## src/rtl/gpio8_pkg.sv

```systemverilog
package gpio8_pkg;
    localparam int unsigned LINES  = 8;
    localparam int unsigned ADDR_W = 3;

    typedef enum logic [ADDR_W-1:0] {
        ADR_DIR = 3'd0,
        ADR_POL = 3'd1,
        ADR_OUT = 3'd2,
        ADR_IN  = 3'd3,
        ADR_STS = 3'd4,
        ADR_EN  = 3'd5
    } gpio_addr_e;
endpackage

```

## src/rtl/gpio_sync.sv

```systemverilog
module gpio_sync #(
    parameter int unsigned WIDTH  = 8,
    parameter int unsigned STAGES = 2
) (
    input  logic             clk,
    input  logic             rst_n,
    input  logic [WIDTH-1:0] d,
    output logic [WIDTH-1:0] q
);
    localparam int unsigned LAST = STAGES - 1;

    logic [STAGES-1:0][WIDTH-1:0] st_d, st_q;

    always_comb begin
        st_d[0] = d;
        for (int i = 1; i < STAGES; i++) begin
            st_d[i] = st_q[i-1];
        end
    end

    always_ff @(posedge clk or negedge rst_n) begin
        if (!rst_n) st_q <= '0;
        else        st_q <= st_d;
    end

    assign q = st_q[LAST];

    // the output lags the stage before it by exactly one clock
    generate
        if (STAGES > 1) begin : g_chk
            a_r5_stage_delay: assert property (@(posedge clk) disable iff (!rst_n)
                q == $past(st_q[LAST-1]));
        end
    endgenerate
endmodule

```

## src/rtl/gpio_cfg_regs.sv

```systemverilog
module gpio_cfg_regs #(
    parameter int unsigned WIDTH = 8
) (
    input  logic             clk,
    input  logic             por_n,
    input  logic             cfg_clr,
    input  logic             wr_dir,
    input  logic             wr_pol,
    input  logic             wr_out,
    input  logic [WIDTH-1:0] wdata,
    output logic [WIDTH-1:0] dir,
    output logic [WIDTH-1:0] pol,
    output logic [WIDTH-1:0] outv
);
    typedef struct packed {
        logic [WIDTH-1:0] dir;
        logic [WIDTH-1:0] pol;
        logic [WIDTH-1:0] outv;
    } cfg_t;

    cfg_t cfg_d, cfg_q;

    always_comb begin
        cfg_d = cfg_q;
        if (cfg_clr) begin
            cfg_d = '0;
        end else begin
            if (wr_dir) cfg_d.dir  = wdata;
            if (wr_pol) cfg_d.pol  = wdata;
            if (wr_out) cfg_d.outv = wdata;
        end
    end

    always_ff @(posedge clk or negedge por_n) begin
        if (!por_n) cfg_q <= '0;
        else        cfg_q <= cfg_d;
    end

    assign dir  = cfg_q.dir;
    assign pol  = cfg_q.pol;
    assign outv = cfg_q.outv;

    // a platform clear empties the configuration
    a_r6_cfg_cleared: assert property (@(posedge clk) disable iff (!por_n)
        $past(cfg_clr) |-> (cfg_q == '0));
    // without clear or write, the configuration holds
    a_r6_cfg_holds: assert property (@(posedge clk) disable iff (!por_n)
        $past(!cfg_clr && !wr_dir && !wr_pol && !wr_out) |-> (cfg_q == $past(cfg_q)));
endmodule

```

## src/rtl/gpio_irq.sv

```systemverilog
module gpio_irq #(
    parameter int unsigned WIDTH = 8
) (
    input  logic             clk,
    input  logic             por_n,
    input  logic             clr,
    input  logic [WIDTH-1:0] lvl,
    input  logic             wr_sts,
    input  logic             wr_en,
    input  logic [WIDTH-1:0] wdata,
    output logic [WIDTH-1:0] sts,
    output logic [WIDTH-1:0] en,
    output logic             irq
);
    typedef struct packed {
        logic [WIDTH-1:0] sts;
        logic [WIDTH-1:0] en;
        logic [WIDTH-1:0] prev;
    } irq_t;

    irq_t st_d, st_q;
    logic [WIDTH-1:0] rise;

    assign rise = lvl & ~st_q.prev;

    always_comb begin
        st_d      = st_q;
        st_d.prev = lvl;
        if (clr) begin
            st_d.sts = '0;
            st_d.en  = '0;
        end else begin
            if (wr_sts) st_d.sts = st_q.sts & ~wdata;
            st_d.sts = st_d.sts | rise;
            if (wr_en)  st_d.en = wdata;
        end
    end

    always_ff @(posedge clk or negedge por_n) begin
        if (!por_n) st_q <= '0;
        else        st_q <= st_d;
    end

    assign sts = st_q.sts;
    assign en  = st_q.en;
    assign irq = |(st_q.sts & st_q.en);

    // a detected edge always lands in status, even against a clear
    a_r8_edge_wins: assert property (@(posedge clk) disable iff (!por_n)
        !$past(clr) |-> (($past(rise) & ~st_q.sts) == '0));
    // platform reset empties status and enable
    a_r10_plat_clear: assert property (@(posedge clk) disable iff (!por_n)
        $past(clr) |-> (st_q.sts == '0 && st_q.en == '0));
    // no interrupt without a pending status bit
    a_r9_irq_source: assert property (@(posedge clk) disable iff (!por_n)
        irq |-> (st_q.sts != '0));
endmodule

```

## src/rtl/gpio8_port.sv

```systemverilog
module gpio8_port
    import gpio8_pkg::*;
#(
    parameter int unsigned NUM_PINS    = LINES,
    parameter int unsigned SYNC_STAGES = 2
) (
    input  logic                clk,
    input  logic                por_n,
    input  logic                plat_rst_n,
    input  logic                keep_cfg,
    input  logic [ADDR_W-1:0]   reg_addr,
    input  logic                reg_wr,
    input  logic [NUM_PINS-1:0] reg_wdata,
    output logic [NUM_PINS-1:0] reg_rdata,
    input  logic [NUM_PINS-1:0] pad_in,
    output logic [NUM_PINS-1:0] pad_out,
    output logic [NUM_PINS-1:0] pad_oe,
    output logic                irq
);
    logic                plat_clr, cfg_clr;
    logic                wr_dir, wr_pol, wr_out, wr_sts, wr_en;
    logic [NUM_PINS-1:0] dir_q, pol_q, out_q, sts_q, en_q;
    logic [NUM_PINS-1:0] pad_sync, lvl_adj;

    assign plat_clr = ~plat_rst_n;
    assign cfg_clr  = plat_clr & ~keep_cfg;

    assign wr_dir = reg_wr && (reg_addr == ADR_DIR);
    assign wr_pol = reg_wr && (reg_addr == ADR_POL);
    assign wr_out = reg_wr && (reg_addr == ADR_OUT);
    assign wr_sts = reg_wr && (reg_addr == ADR_STS);
    assign wr_en  = reg_wr && (reg_addr == ADR_EN);

    gpio_cfg_regs #(.WIDTH(NUM_PINS)) u_cfg (
        .clk     (clk),
        .por_n   (por_n),
        .cfg_clr (cfg_clr),
        .wr_dir  (wr_dir),
        .wr_pol  (wr_pol),
        .wr_out  (wr_out),
        .wdata   (reg_wdata),
        .dir     (dir_q),
        .pol     (pol_q),
        .outv    (out_q)
    );

    gpio_sync #(.WIDTH(NUM_PINS), .STAGES(SYNC_STAGES)) u_sync (
        .clk   (clk),
        .rst_n (por_n),
        .d     (pad_in),
        .q     (pad_sync)
    );

    assign lvl_adj = pad_sync ^ pol_q;

    gpio_irq #(.WIDTH(NUM_PINS)) u_irq (
        .clk    (clk),
        .por_n  (por_n),
        .clr    (plat_clr),
        .lvl    (lvl_adj),
        .wr_sts (wr_sts),
        .wr_en  (wr_en),
        .wdata  (reg_wdata),
        .sts    (sts_q),
        .en     (en_q),
        .irq    (irq)
    );

    assign pad_out = out_q ^ pol_q;
    assign pad_oe  = dir_q;

    always_comb begin
        case (reg_addr)
            ADR_DIR: reg_rdata = dir_q;
            ADR_POL: reg_rdata = pol_q;
            ADR_OUT: reg_rdata = out_q;
            ADR_IN:  reg_rdata = lvl_adj;
            ADR_STS: reg_rdata = sts_q;
            ADR_EN:  reg_rdata = en_q;
            default: reg_rdata = '0;
        endcase
    end

    // a direction write shows on the enables one clock later
    a_r2_oe_follows_write: assert property (@(posedge clk) disable iff (!por_n)
        (wr_dir && !cfg_clr) |=> (pad_oe == $past(reg_wdata)));
    // readback of the output byte and the pad drive differ only by polarity
    a_r3_drive_vs_readback: assert property (@(posedge clk) disable iff (!por_n)
        (reg_addr == ADR_OUT) |-> (reg_rdata == (pad_out ^ pol_q)));
    // unused addresses read zero
    a_r11_hole_reads_zero: assert property (@(posedge clk) disable iff (!por_n)
        (reg_addr > ADR_EN) |-> (reg_rdata == '0));
endmodule

```

## config.mk

```make
export PLATFORM = sky130hd
export DESIGN_NAME = gpio8_port
export DESIGN_NICKNAME = d
export VERILOG_FILES = /design/src/rtl/gpio8_pkg.sv /design/src/rtl/gpio_sync.sv /design/src/rtl/gpio_cfg_regs.sv /design/src/rtl/gpio_irq.sv /design/src/rtl/gpio8_port.sv
export SDC_FILE = /design/constraint.sdc
export NUM_CORES = 1
export LEC_CHECK = 0
export ABC_AREA = 1
export ABC_CLOCK_PERIOD_IN_PS = 1000
export CORE_MARGIN = 2
export CORE_UTILIZATION = 30
export CTS_CLUSTER_DIAMETER = 40
export DETAILED_ROUTE_END_ITERATION = 6
export GPL_ROUTABILITY_DRIVEN = 0
export MAX_ROUTING_LAYER = met4
export PLACE_DENSITY = 0.52
export SYNTH_ARGS = -nofsm -noshare
export SYNTH_HDL_FRONTEND = slang
export SYNTH_SLANG_ARGS = --single-unit
```

## constraint.sdc

```tcl
create_clock -name clk -period 1 [get_ports clk]
set_input_delay 0.1 -clock clk [delete_from_list [all_inputs] [get_ports clk]]
set_output_delay 0.1 -clock clk [all_outputs]
set_load 0.05 [all_outputs]
```

==> flow_metrics.py <==
metrics = {
    "outcome": {
        "outcome": "finished with violations",
        "violations": "negative setup slack",
    },
    "worst_hold_path": {
        "hp-class": "input port to flip-flop",
        "hold_start": "pad_in[1]",
        "whs_endpoint": "u_sync.st_d[9]",
        "hold_depth": 1,
    },
    "finish": {
        "drive_gt1_share_pct": 45.2,
        "multiInputGateArea_um2": 1600,
        "diodes": 0,
        "seq_area_um2": 1610,
        "fillers": 925,
        "nets": 545,
        "layout_common_cells": "nand2_1 (100), buf_4 (56), dfrtp_1 (54)",
        "syn_to_final_growth_pct": 72.7,
        "final_common_cell": "nand2_1",
    },
    "setup_path": {
        "critPathKind": "flip-flop to primary output",
        "r2r_end": "u_irq.sts[6]",
        "crit_family": "flip-flops",
        "start_kind": "flip-flop",
        "crit_buf_inv": 2,
        "crit_path_end_kind": "primary output",
        "critPathArrivalTime_ns": 1.40,
        "cp_common_cell": "nand2_2",
        "rr_worst_depth": 7,
        "r2r_setup_slack_ns": -0.07,
        "cp_max_fo": 3,
        "cp_slowest_cell": "dfrtp_1",
        "crit_path_start": "u_cfg.pol[6]",
        "path_cells": "inv_2 -> nand2_2 -> nand2_2 -> nand2_1 -> nand2_1 -> nor2_1 -> nand2_2 -> buf_12",
        "cpPeakStageDelay_ns": 0.42,
        "r2r-start": "u_cfg.pol[6]",
        "required_ns": 0.90,
    },
    "drt": {
        "vias": 2965,
        "ant_nets": 0,
        "via_per_inst": 4.48,
        "wirelength_um": 9370,
        "avgRoutedWirePerCell_um": 14.2,
        "first_pass_iters": 4,
        "drcViolationCount": 0,
        "drtIter0Drc": 189,
    },
    "clock_tree": {
        "cts_sinks": 64,
        "worstSkewPairLatency_ns": 0.34,
        "clockBufferDepth": 2,
        "root_buffer": "clkbuf_8",
        "numCtsBuffers": 9,
        "cts_htree_levels": 3,
        "path_clk_slew_ns": 0.08,
        "cts_tree": "built",
    },
    "sta": {
        "skew_ns": 0.00511,
        "tightest_slew_ns": 0.356,
        "finalSetupViolCount": 28,
        "finalHoldViolations": 0,
        "fin_crit_sh_pct": 150,
        "holdWs_ns": 0.184,
        "rsz0062_at_grt": "yes",
        "drv_slew": 0,
        "relSlewSlack_pct": 76.3,
        "fmax_mhz": 667,
        "setup_slack_ns": -0.500,
        "fin_crit_ns": 1.50,
    },
    "yosys": {
        "synth.distinct_cells": 27,
        "yosys.area_share.adder_pct": 0,
        "yosys_warnings": 0,
        "syn_area_um2": 3090,
        "synth_compound_area_share_pct": 5.15,
        "synth-xor-area-share_pct": 2.84,
        "ys_ff_latch": 64,
        "synth_top_family_by_area": "simple AND/OR/NAND/NOR gates",
        "seq_area_frac_synth_pct": 51.9,
        "avgSynthCellArea_um2": 8.14,
        "synthCells": 379,
        "synthMuxAreaShare_pct": 0,
        "synth_nets": 403,
        "synth-simple-area-share_pct": 32.6,
    },
    "power_and_ir_drop": {
        "p_comb_share_pct": 30.0,
        "max-vdd-ir-drop_mv": 0.649,
        "pwr-share-clk_pct": 32.1,
        "p_switching_mw": 2.40,
        "p_total_mw": 7.71,
        "power.internal_mw": 5.31,
        "seq_power_share_pct": 37.9,
        "leakagePower_nw": 2.56,
        "power_density_nw_per_um2": 1450,
        "switching_share_pct": 31.2,
    },
    "grt": {
        "grt_first_pass_wirelength_um": 15400,
        "antenna_found_initial": 0,
        "grt_max_degree": 65,
        "overflow": 0,
        "grt_pass1_vias": 3024,
        "use_met3_pct": 2.66,
        "use_met2_pct": 27.5,
        "gr-usage-all-layers_pct": 18.5,
        "busiest_layer": "met2",
        "use_met1_pct": 25.1,
    },
    "floorplanning": {
        "start_util_pct": 30.4,
        "row_count": 37,
        "coreArea_um2": 10100,
        "fp.dieW_um": 105,
        "io_pins": 49,
        "die_y_um": 105,
        "dieArea_um2": 11100,
    },
    "placement": {
        "dp_hpwl_um": 6630,
        "io_buffers": 48,
    },
    "run": {
        "max-cap-violations": 0,
    },
}
==> Yosys cell counts (all sizes together) <==
| master | count | area [um^2] |
|---|---|---|
| xor2 | 10 | 87.6 |
| buf | 4 | 31.3 |
| clkbuf | 1 | 3.75 |
| clkinv | 3 | 12.5 |
| or2 | 1 | 6.26 |
| nand2 | 141 | 581 |
| nor2 | 38 | 193 |
| inv | 48 | 183 |
| o21ai | 21 | 109 |
| dfrtp | 64 | 1600 |
| nand4 | 15 | 100 |
| nand3 | 23 | 128 |
| a21oi | 10 | 50.1 |
==> worst reg2reg max path: cells and delay by family, from the launching register on <==
kind            cells  cell delay (ns)
compound gates      1             0.11
buf+inv             3             0.30
flops               1             0.43
simple gates        3             0.15
==> routing by layer <==
metal | vias to the layer above | wire length [um]
li1 | 1455 | -
met1 | 1419 | 4300
met2 | 74 | 4410
met3 | 17 | 452
met4 | 0 | 208
met5 | - | 0
==> power by group through the flow <==
stage | clock [mW] | combinational, mW | sequential (mW)
floorplan | 0 | 0.727 | 3.10
global placement | 0 | 2.05 | 2.94
detailed placement | 0 | 2.06 | 2.94
CTS | 2.53 | 2.25 | 2.91
global route | 2.68 | 2.46 | 2.94
finish | 2.47 | 2.32 | 2.92
==> registers in the layout (all words and copies together), names as in the netlist <==
name / cells
u_sync.q: 8
u_cfg.dir: 8
u_irq.sts: 8
u_cfg.pol: 8
u_irq.st_q: 8
u_cfg.outv: 8
u_sync.st_d: 8
u_irq.en: 8
==> final cells by class <==
cell class	instances	share of cell area, %
inverters	51	3.66
flip-flops and latches	64	30.3
repair buffers	136	28.7
clock buffers	9	2.33
well taps	136	3.19
clock inverters	7	1.81
multi-input cells	259	30.0
==> cells by family after synthesis <==
family          Yosys count
simple gates            218
xor+xnor                 10
compound gates           31
buf+inv                  56
flops                    64
==> stage by stage <==
stage	area, um^2	utilization (%)	cells	setup slack, ns	setup TNS, ns
finish	5330	52.5	662	-0.500	-8.16
CTS	5230	51.5	661	-0.506	-8.58
floorplan	3210	-	379	-0.0683	-0.575
global route	5330	52.5	662	-0.584	-9.72
global placement	4640	45.8	631	-0.692	-27.00
detailed placement	4640	45.8	631	-0.685	-27.36
==> how the worst max path moves through the flow <==
stage	cells past startpoint	to	slack, ns
after floorplan	7	reg_rdata[4]	-0.07
after global placement	8	reg_rdata[1]	-0.69
after detailed placement	9	reg_rdata[1]	-0.69
after CTS	8	reg_rdata[1]	-0.51
after global routing	8	reg_rdata[0]	-0.58
final	8	reg_rdata[6]	-0.50
==> timing repair <==
item                       in CTS  in global routing
buffers inserted               19                 16
hold endpoints to repair       64                  0
gates resized for setup        72                 45
pin swaps                      29                 22
hold buffers                    1                  0
setup endpoints to repair      64                 65
Note: power is estimated with default switching activity, not from simulation.
